## src/rtl/pgmap_pkg.sv

```systemverilog
package pgmap_pkg;

    typedef enum logic [1:0] {
        RG_ROM  = 2'd0,
        RG_RAM  = 2'd1,
        RG_SRAM = 2'd2,
        RG_REGS = 2'd3
    } region_e;

    typedef struct packed {
        logic rom;
        logic ram;
        logic sram;
        logic regs;
    } sel_t;

    localparam int BUS_W     = 8;
    localparam int ROM_OFF_W = 7;
    localparam int RAM_OFF_W = 6;
    localparam int NUM_BANKS = 2;
    localparam int BANK_ROM  = 0;
    localparam int BANK_RAM  = 1;

    localparam logic [BUS_W-1:0] ADR_JUMP   = 8'hFF;
    localparam logic [BUS_W-1:0] ADR_JCARRY = 8'hFE;
    localparam logic [BUS_W-1:0] ADR_ROMPG  = 8'hFD;
    localparam logic [BUS_W-1:0] ADR_RAMPG  = 8'hFC;

    function automatic region_e classify(input logic [BUS_W-1:0] a);
        if (!a[7])                 return RG_ROM;
        else if (!a[6])            return RG_RAM;
        else if (a[5:3] != 3'b111) return RG_SRAM;
        else                       return RG_REGS;
    endfunction

    function automatic sel_t region_to_sel(input region_e r);
        sel_t s;
        s      = '0;
        s.rom  = (r == RG_ROM);
        s.ram  = (r == RG_RAM);
        s.sram = (r == RG_SRAM);
        s.regs = (r == RG_REGS);
        return s;
    endfunction

endpackage

```

## src/rtl/pgmap_region_dec.sv

```systemverilog
module pgmap_region_dec
    import pgmap_pkg::*;
(
    input  logic             clk,
    input  logic             rst,
    input  logic [BUS_W-1:0] addr,
    output sel_t             sel
);

    region_e region;

    always_comb begin
        region = classify(addr);
        sel    = region_to_sel(region);
    end

    a_r5_one_region: assert property (@(posedge clk) disable iff (rst)
        $countones(sel) == 1);

    a_r1_rom_low_half: assert property (@(posedge clk) disable iff (rst)
        sel.rom |-> !addr[7]);

endmodule

```

## src/rtl/pgmap_jump_ctl.sv

```systemverilog
module pgmap_jump_ctl
    import pgmap_pkg::*;
(
    input  logic                 clk,
    input  logic                 rst,
    input  logic [BUS_W-1:0]     addr,
    input  logic                 wr,
    input  logic                 carry,
    output logic                 commit,
    output logic [NUM_BANKS-1:0] stage
);

    logic hit_jump;
    logic hit_cond;

    always_comb begin
        hit_jump = wr && (addr == ADR_JUMP);
        hit_cond = wr && (addr == ADR_JCARRY) && carry;
        commit   = hit_jump || hit_cond;
        stage    = '0;
        stage[BANK_ROM] = wr && (addr == ADR_ROMPG);
        stage[BANK_RAM] = wr && (addr == ADR_RAMPG);
    end

    a_r10_no_action_on_read: assert property (@(posedge clk) disable iff (rst)
        !wr |-> (!commit && stage == '0));

    a_r6_stage_excludes_commit: assert property (@(posedge clk) disable iff (rst)
        (stage != '0) |-> !commit);

endmodule

```

## src/rtl/pgmap_page_bank.sv

```systemverilog
module pgmap_page_bank #(
    parameter int PAGE_W = 8
) (
    input  logic              clk,
    input  logic              rst,
    input  logic              load,
    input  logic [PAGE_W-1:0] din,
    input  logic              commit,
    output logic [PAGE_W-1:0] active
);

    logic [PAGE_W-1:0] pending;

    always_ff @(posedge clk) begin
        if (rst) begin
            pending <= '0;
            active  <= '0;
        end else begin
            if (load)
                pending <= din;
            if (commit)
                active <= pending;
        end
    end

    a_r6_hold_without_jump: assert property (@(posedge clk) disable iff (rst)
        !commit |=> $stable(active));

    a_r7_commit_copies: assert property (@(posedge clk) disable iff (rst)
        commit |=> (active == $past(pending)));

    a_r9_reset_clears: assert property (@(posedge clk)
        rst |=> (active == '0 && pending == '0));

endmodule

```

## src/rtl/pgmap_top.sv

```systemverilog
module pgmap_top
    import pgmap_pkg::*;
#(
    parameter int PAGE_W = 8
) (
    input  logic                        clk,
    input  logic                        rst,
    input  logic [7:0]                  bus_addr,
    input  logic [7:0]                  bus_wdata,
    input  logic                        bus_wr,
    input  logic                        bus_rd,
    input  logic                        carry_in,
    output logic                        rom_sel,
    output logic                        ram_sel,
    output logic                        sram_sel,
    output logic                        reg_sel_n,
    output logic [PAGE_W+ROM_OFF_W-1:0] rom_xaddr,
    output logic [PAGE_W+RAM_OFF_W-1:0] ram_xaddr,
    output logic [PAGE_W+RAM_OFF_W-1:0] sram_xaddr,
    output logic                        sram_we,
    output logic                        sram_re,
    output logic [PAGE_W-1:0]           rom_page,
    output logic [PAGE_W-1:0]           ram_page
);

    localparam logic [PAGE_W-1:0] SRAM_PAGE = '1;

    sel_t                 sel;
    logic                 commit;
    logic [NUM_BANKS-1:0] stage;
    logic [PAGE_W-1:0]    pages [NUM_BANKS];

    pgmap_region_dec u_dec (
        .clk  (clk),
        .rst  (rst),
        .addr (bus_addr),
        .sel  (sel)
    );

    pgmap_jump_ctl u_jmp (
        .clk    (clk),
        .rst    (rst),
        .addr   (bus_addr),
        .wr     (bus_wr),
        .carry  (carry_in),
        .commit (commit),
        .stage  (stage)
    );

    for (genvar b = 0; b < NUM_BANKS; b++) begin : g_bank
        pgmap_page_bank #(.PAGE_W(PAGE_W)) u_bank (
            .clk    (clk),
            .rst    (rst),
            .load   (stage[b]),
            .din    (bus_wdata[PAGE_W-1:0]),
            .commit (commit),
            .active (pages[b])
        );
    end

    always_comb begin
        rom_sel    = sel.rom;
        ram_sel    = sel.ram;
        sram_sel   = sel.sram;
        reg_sel_n  = !sel.regs;
        rom_page   = pages[BANK_ROM];
        ram_page   = pages[BANK_RAM];
        rom_xaddr  = {rom_page, bus_addr[ROM_OFF_W-1:0]};
        ram_xaddr  = {ram_page, bus_addr[RAM_OFF_W-1:0]};
        sram_xaddr = {SRAM_PAGE, bus_addr[RAM_OFF_W-1:0]};
        sram_we    = bus_wr && sel.sram;
        sram_re    = bus_rd && sel.sram;
    end

    a_r8_no_carry_no_jump: assert property (@(posedge clk) disable iff (rst)
        (bus_wr && bus_addr == ADR_JCARRY && !carry_in) |=>
            ($stable(rom_page) && $stable(ram_page)));

    a_r3_sram_fixed_page: assert property (@(posedge clk) disable iff (rst)
        sram_sel |-> (sram_xaddr[PAGE_W+RAM_OFF_W-1:RAM_OFF_W] == SRAM_PAGE));

    a_r11_strobe_gated: assert property (@(posedge clk) disable iff (rst)
        (sram_we || sram_re) |-> (sram_sel && reg_sel_n));

endmodule

```

## config.mk

```make
export PLATFORM = sky130hd
export DESIGN_NAME = pgmap_top
export DESIGN_NICKNAME = d
export VERILOG_FILES = /design/src/rtl/pgmap_pkg.sv /design/src/rtl/pgmap_region_dec.sv /design/src/rtl/pgmap_jump_ctl.sv /design/src/rtl/pgmap_page_bank.sv /design/src/rtl/pgmap_top.sv
export SDC_FILE = /design/constraint.sdc
export NUM_CORES = 1
export LEC_CHECK = 0
export BUFFER_PORTS_ARGS = -buffer_cell sky130_fd_sc_hd__buf_4
export CORE_AREA = 2 2 62 64
export DETAILED_ROUTE_END_ITERATION = 10
export DIE_AREA = 0 0 64 66
export PLACE_DENSITY = 0.84
export SETUP_SLACK_MARGIN = 0.15
export SLEW_MARGIN = 20
export SYNTH_ARGS = -nofsm -noshare
export SYNTH_HDL_FRONTEND = slang
export SYNTH_SLANG_ARGS = --single-unit
```

## constraint.sdc

```tcl
create_clock -name clk -period 3.11 [get_ports clk]
set_input_delay 0.311 -clock clk [delete_from_list [all_inputs] [get_ports clk]]
set_output_delay 0.311 -clock clk [all_outputs]
set_load 0.005 [all_outputs]
```

**After elaboration in Yosys (flattened, before gate mapping)**

Index checks and enable logic that the tools add are counted.

- Equality and inequality tests: 8
- Reduce and logical (&&, ||, !) cells: 10
- Bitwise operators: 0
- Mux-type cells: 3
- Add/sub/neg operators: 0
- Multipliers: 0
- Shifts and indexed selects: 0
- Magnitude comparators: 0
- Divide/modulo/power cells: 0

Operators with widths:

| cell | number |
|---|---|
| 8-bit == test (second input constant) | 4 |
| 1-bit logical AND | 7 |
| 2-bit == test (second input constant) | 2 |
| 2-bit two-way mux | 2 |
| 3-bit inequality test (second input constant) | 1 |
| 2-bit by 1-bit == test with 1-bit output (second input constant) | 1 |
| 2-bit zero test | 1 |
| 1-bit zero test | 1 |
| 1-bit logical OR | 1 |
| 1-bit two-way mux | 1 |

- Bits in read-only memories: 0
- Latch bits: 0
- Memory bits (writable): 0
- Output and inout bits: 65
- Register bits after elaboration: 32
- Memories kept: 0
- Bits of input ports: 21

**Depth between registers and ports, before layout**

- Word-level depth: 6
- Gate-level depth with buffers: 4
- Gate-level depth less buffers: 3

**Hierarchy**

From an unflattened synthesis, not the netlist that was laid out.

- Cells, all modules: 163
- Area, all modules: 1600.3 um^2

Modules (own cells, without submodules):

| module | times used | area an instance (um^2) | cells each |
|---|---|---|---|
| pgmap_page_bank | 2 | 579.3 | 52 |
| pgmap_top | 1 | 342.8 | 47 |
| pgmap_jump_ctl | 1 | 55.1 | 6 |
| pgmap_region_dec | 1 | 43.8 | 6 |

**Worst setup path after synthesis**

OpenSTA, ideal clock, no wires.

- Kind: input to register
- From: input port bus_addr[5]
- To: register g_bank[0].u_bank.active[0]
- Arrival time: 1.227 ns
- Slack: 1.811 ns
- Stages on the path: 4
- Cell sequence: nand3_2 -> nor3_4 -> buf_12 -> mux2i_1

- Longest elaborated chain between the ends: 4

RTL lines:

| element | RTL line | text |
|---|---|---|
| start: declaration | pgmap_top.sv:8 | `input logic [7:0] bus_addr,` |
| 8-bit == test | pgmap_jump_ctl.sv:18 | `hit_cond = wr && (addr == ADR_JCARRY) && carry;` |
| 1-bit logical AND (2 in a row) | pgmap_jump_ctl.sv:18 |  |
| 1-bit logical OR (*) | pgmap_jump_ctl.sv:19 | `commit = hit_jump \|\| hit_cond;` |
| end signal: assignment | pgmap_page_bank.sv:22 | `active <= pending;` |
| end: declaration | pgmap_page_bank.sv:9 | `output logic [PAGE_W-1:0] active` |

Every way passes the cells marked *; elsewhere a longest branch is shown, timed or not.
A chain may end at the register's enable or synchronous reset.

**Worst setup path in the final report**

- From: input port bus_addr[5]
- To: register g_bank[0].u_bank.active[2]

Same word-level chain as after synthesis.

==> reports/summary.txt <==
Port Buffers = 77
Final GP Congestion = 0.692
HP Class = input port to flip-flop
Worst path required time = 3360 ps
Crit-path cells = buf_4, nand3_2, nor3_4, mux2i_1
Register area share after synthesis = 0.378
Setup TNS = 0 ps
Num CTS Buffers = 5
Clock root buffer master = clkbuf_4
H-tree lvl count = 2
Final min period = 1470 ps
Synth cell types = 19
Worst-case clock buffer depth = 2
First-pass GRT wire length = 5.00 mm
Tcrit/Tclk final = 0.474
Mapped Avg Cell Area = 10.2 um^2
CP Launch Type = input port
Number of global-route vias before repair = 1085
Die H = 66 um
Achievable Freq = 679 MHz
Yosys reg bits = 32
FILL cells = 330
Combinational share of power = 0.109
Initial antenna violation count = 0
CP max FO = 16
Pin count of the biggest net entering global routing = 41
Remaining Overflow, GRT = 0
Pwr Density = 355 nW/um^2
Slew @ Worst Pin = 983 ps
Worst Skew = 2.89 ps
Final WL = 3.14 mm
Num rows = 22
N_diodes = 0
CTS clk-pin slew, worst paths = 90 ps
Worst setup EP type = flip-flop
# nets final = 231
Post-Route M1 WL = 1.24 mm
Worst path slowest cell = nor3_4
Core Util, Final = 0.583
Uppermost layer routed = met4
Vias after detailed routing = 1181
Arrival time at the worst endpoint = 1730 ps
Mapped Area = 1700 um^2
Internal Pwr Total = 0.568 mW
Multi-input gate area = 718 um^2
Unrepaired setup endpoints after global routing = no
Maximum vdd drop = 213 uV
Reg power frac = 0.558
Clock power share = 0.333
Switching Fraction = 0.227
Switching power total = 0.167 mW
Die W = 64 um
Overall routing resource usage = 0.153
Leakage = 0.885 nW
Endpoints failing setup = 0
CTS resizes = 0
Via/cell ratio = 4.56
Setup bufs post-CTS = 0
Buf+Inv Stages, Crit Path = 1
Remaining DRCs = 0
ANT nets after route = 0
Area Growth Syn to Fin = 22.1%
Initial Util = 0.478
Ports = 86
Critical path class = input port to flip-flop
CTS tree = done
Initial DRC count = 14
CP delay by family, top = simple AND/OR/NAND/NOR gates
Critical Path Max Stage Delay = 850 ps
FF-to-FF setup slack = 2470 ps
Post-DP HPWL = 2.28 mm
Hold Vio Cnt, Final = 0
Synth Warn # = 0
CORE AREA = 3550 um^2
Slew Limit Fails = 0
Die area = 4220 um^2
Skew-Pair Late Insertion Delay = 320 ps
Hold_buf cts = 0
Share of post-route cells with drive strength above 1 = 0.427
MaxCap Viol Count = 0
DR WL met3 = 371 um
Clock sinks = 32
Register area = 641 um^2
Wire per inst = 12.1 um
Met2 routed WL = 1.49 mm
Status = finished clean
Drt pass-1 iters = 4
Cells after synthesis = 167
Rel. slew slack = 0.343
state kept, by name, indices dropped and copies added, names as in the netlist:
register	count
g_bank.u_bank.pending	16
g_bank.u_bank.active	16
worst reg2reg max path, delay by kind of cell, from the launching register on:
| kind | cells | cell delay [ps] |
|---|---|---|
| flops | 1 | 340 |
| simple gates | 1 | 70 |
| mux | 1 | 150 |
cells by family (layout without fill, tap and decap cells):
logic type | Yosys count | in the layout | share of synthesized area
buf+inv | 51 | 88 | 0.218
compound gates | 1 | 1 | 0.00295
flops | 32 | 32 | 0.378
other cells | 1 | 8 | 0.00221
simple gates | 50 | 50 | 0.210
mux | 32 | 32 | 0.189
per-layer routing:
| layer | up-vias | track usage |
|---|---|---|
| li1 | 575 | - |
| met5 | - | 0 |
| met3 | 6 | 0.0716 |
| met4 | 0 | 0.0516 |
| met2 | 65 | 0.264 |
| met1 | 535 | 0.165 |
through the flow:
stage                     instances  total power, mW  setup slack [ps]  hold WS (ps)  instance area (um^2)
final                           259            0.734              1640           281                  2070
after global placement          251            0.500              1320           470                  2010
after global routing            259            0.765              1510           282                  2070
after CTS                       259            0.743              1640           271                  2070
after floorplan                 174            0.471              1810           458                  1720
after detailed placement        251            0.501              1310           477                  2010
power by group through the flow:
stage	registers [mW]	logic, mW	clock network [mW]
6_report	0.410	0.0804	0.244
3_3_place_gp	0.419	0.0805	0
3_5_place_dp	0.419	0.0813	0
4_1_cts	0.410	0.0815	0.251
5_1_grt	0.410	0.0876	0.267
2_1_floorplan	0.419	0.0518	0
cell usage in the layout (no fill, tap or decap), types with 2 or more instances in the layout:
cell type  instances
conb_1             8
mux2i_1           32
clkbuf_1           2
inv_1              2
clkbuf_4           5
dfxtp_1           32
buf_4             78
and2_1             2
nand2b_1          40
synthesized netlist by cell type (all sizes together):
cell    instances  area share
conb            1      0.0022
inv             2      0.0044
and2            2      0.0074
buf            45        0.21
dfxtp          32        0.38
clkbuf          4      0.0088
and3            1      0.0044
nor2            1      0.0022
mux2i          32        0.19
nand3           2      0.0088
nand2b         40        0.15
nor4            1       0.013
o21ai           1      0.0029
nand4           1       0.013
nor3            1      0.0096
nor4b           1      0.0052
cell type report:
| cell class | instances | area share |
|---|---|---|
| multi-input combinational | 91 | 0.347 |
| timing repair buffer | 78 | 0.283 |
| sequential | 32 | 0.309 |
| tap | 48 | 0.0290 |
| inverter | 2 | 0.00363 |
| clock buffer | 8 | 0.0284 |
path summary, 6_finish.rpt:
path	startpoint	endpoint	cells after the start
setup / recovery	bus_addr[5]	g_bank[0].u_bank.active[2]	4
hold reg to reg	g_bank[0].u_bank.pending[7]	g_bank[0].u_bank.active[7]	2
hold / removal	bus_wdata[2]	g_bank[1].u_bank.pending[2]	3
setup reg to reg	g_bank[0].u_bank.pending[5]	g_bank[0].u_bank.pending[5]	2
No activity file was read; power rests on OpenSTA's default activity.
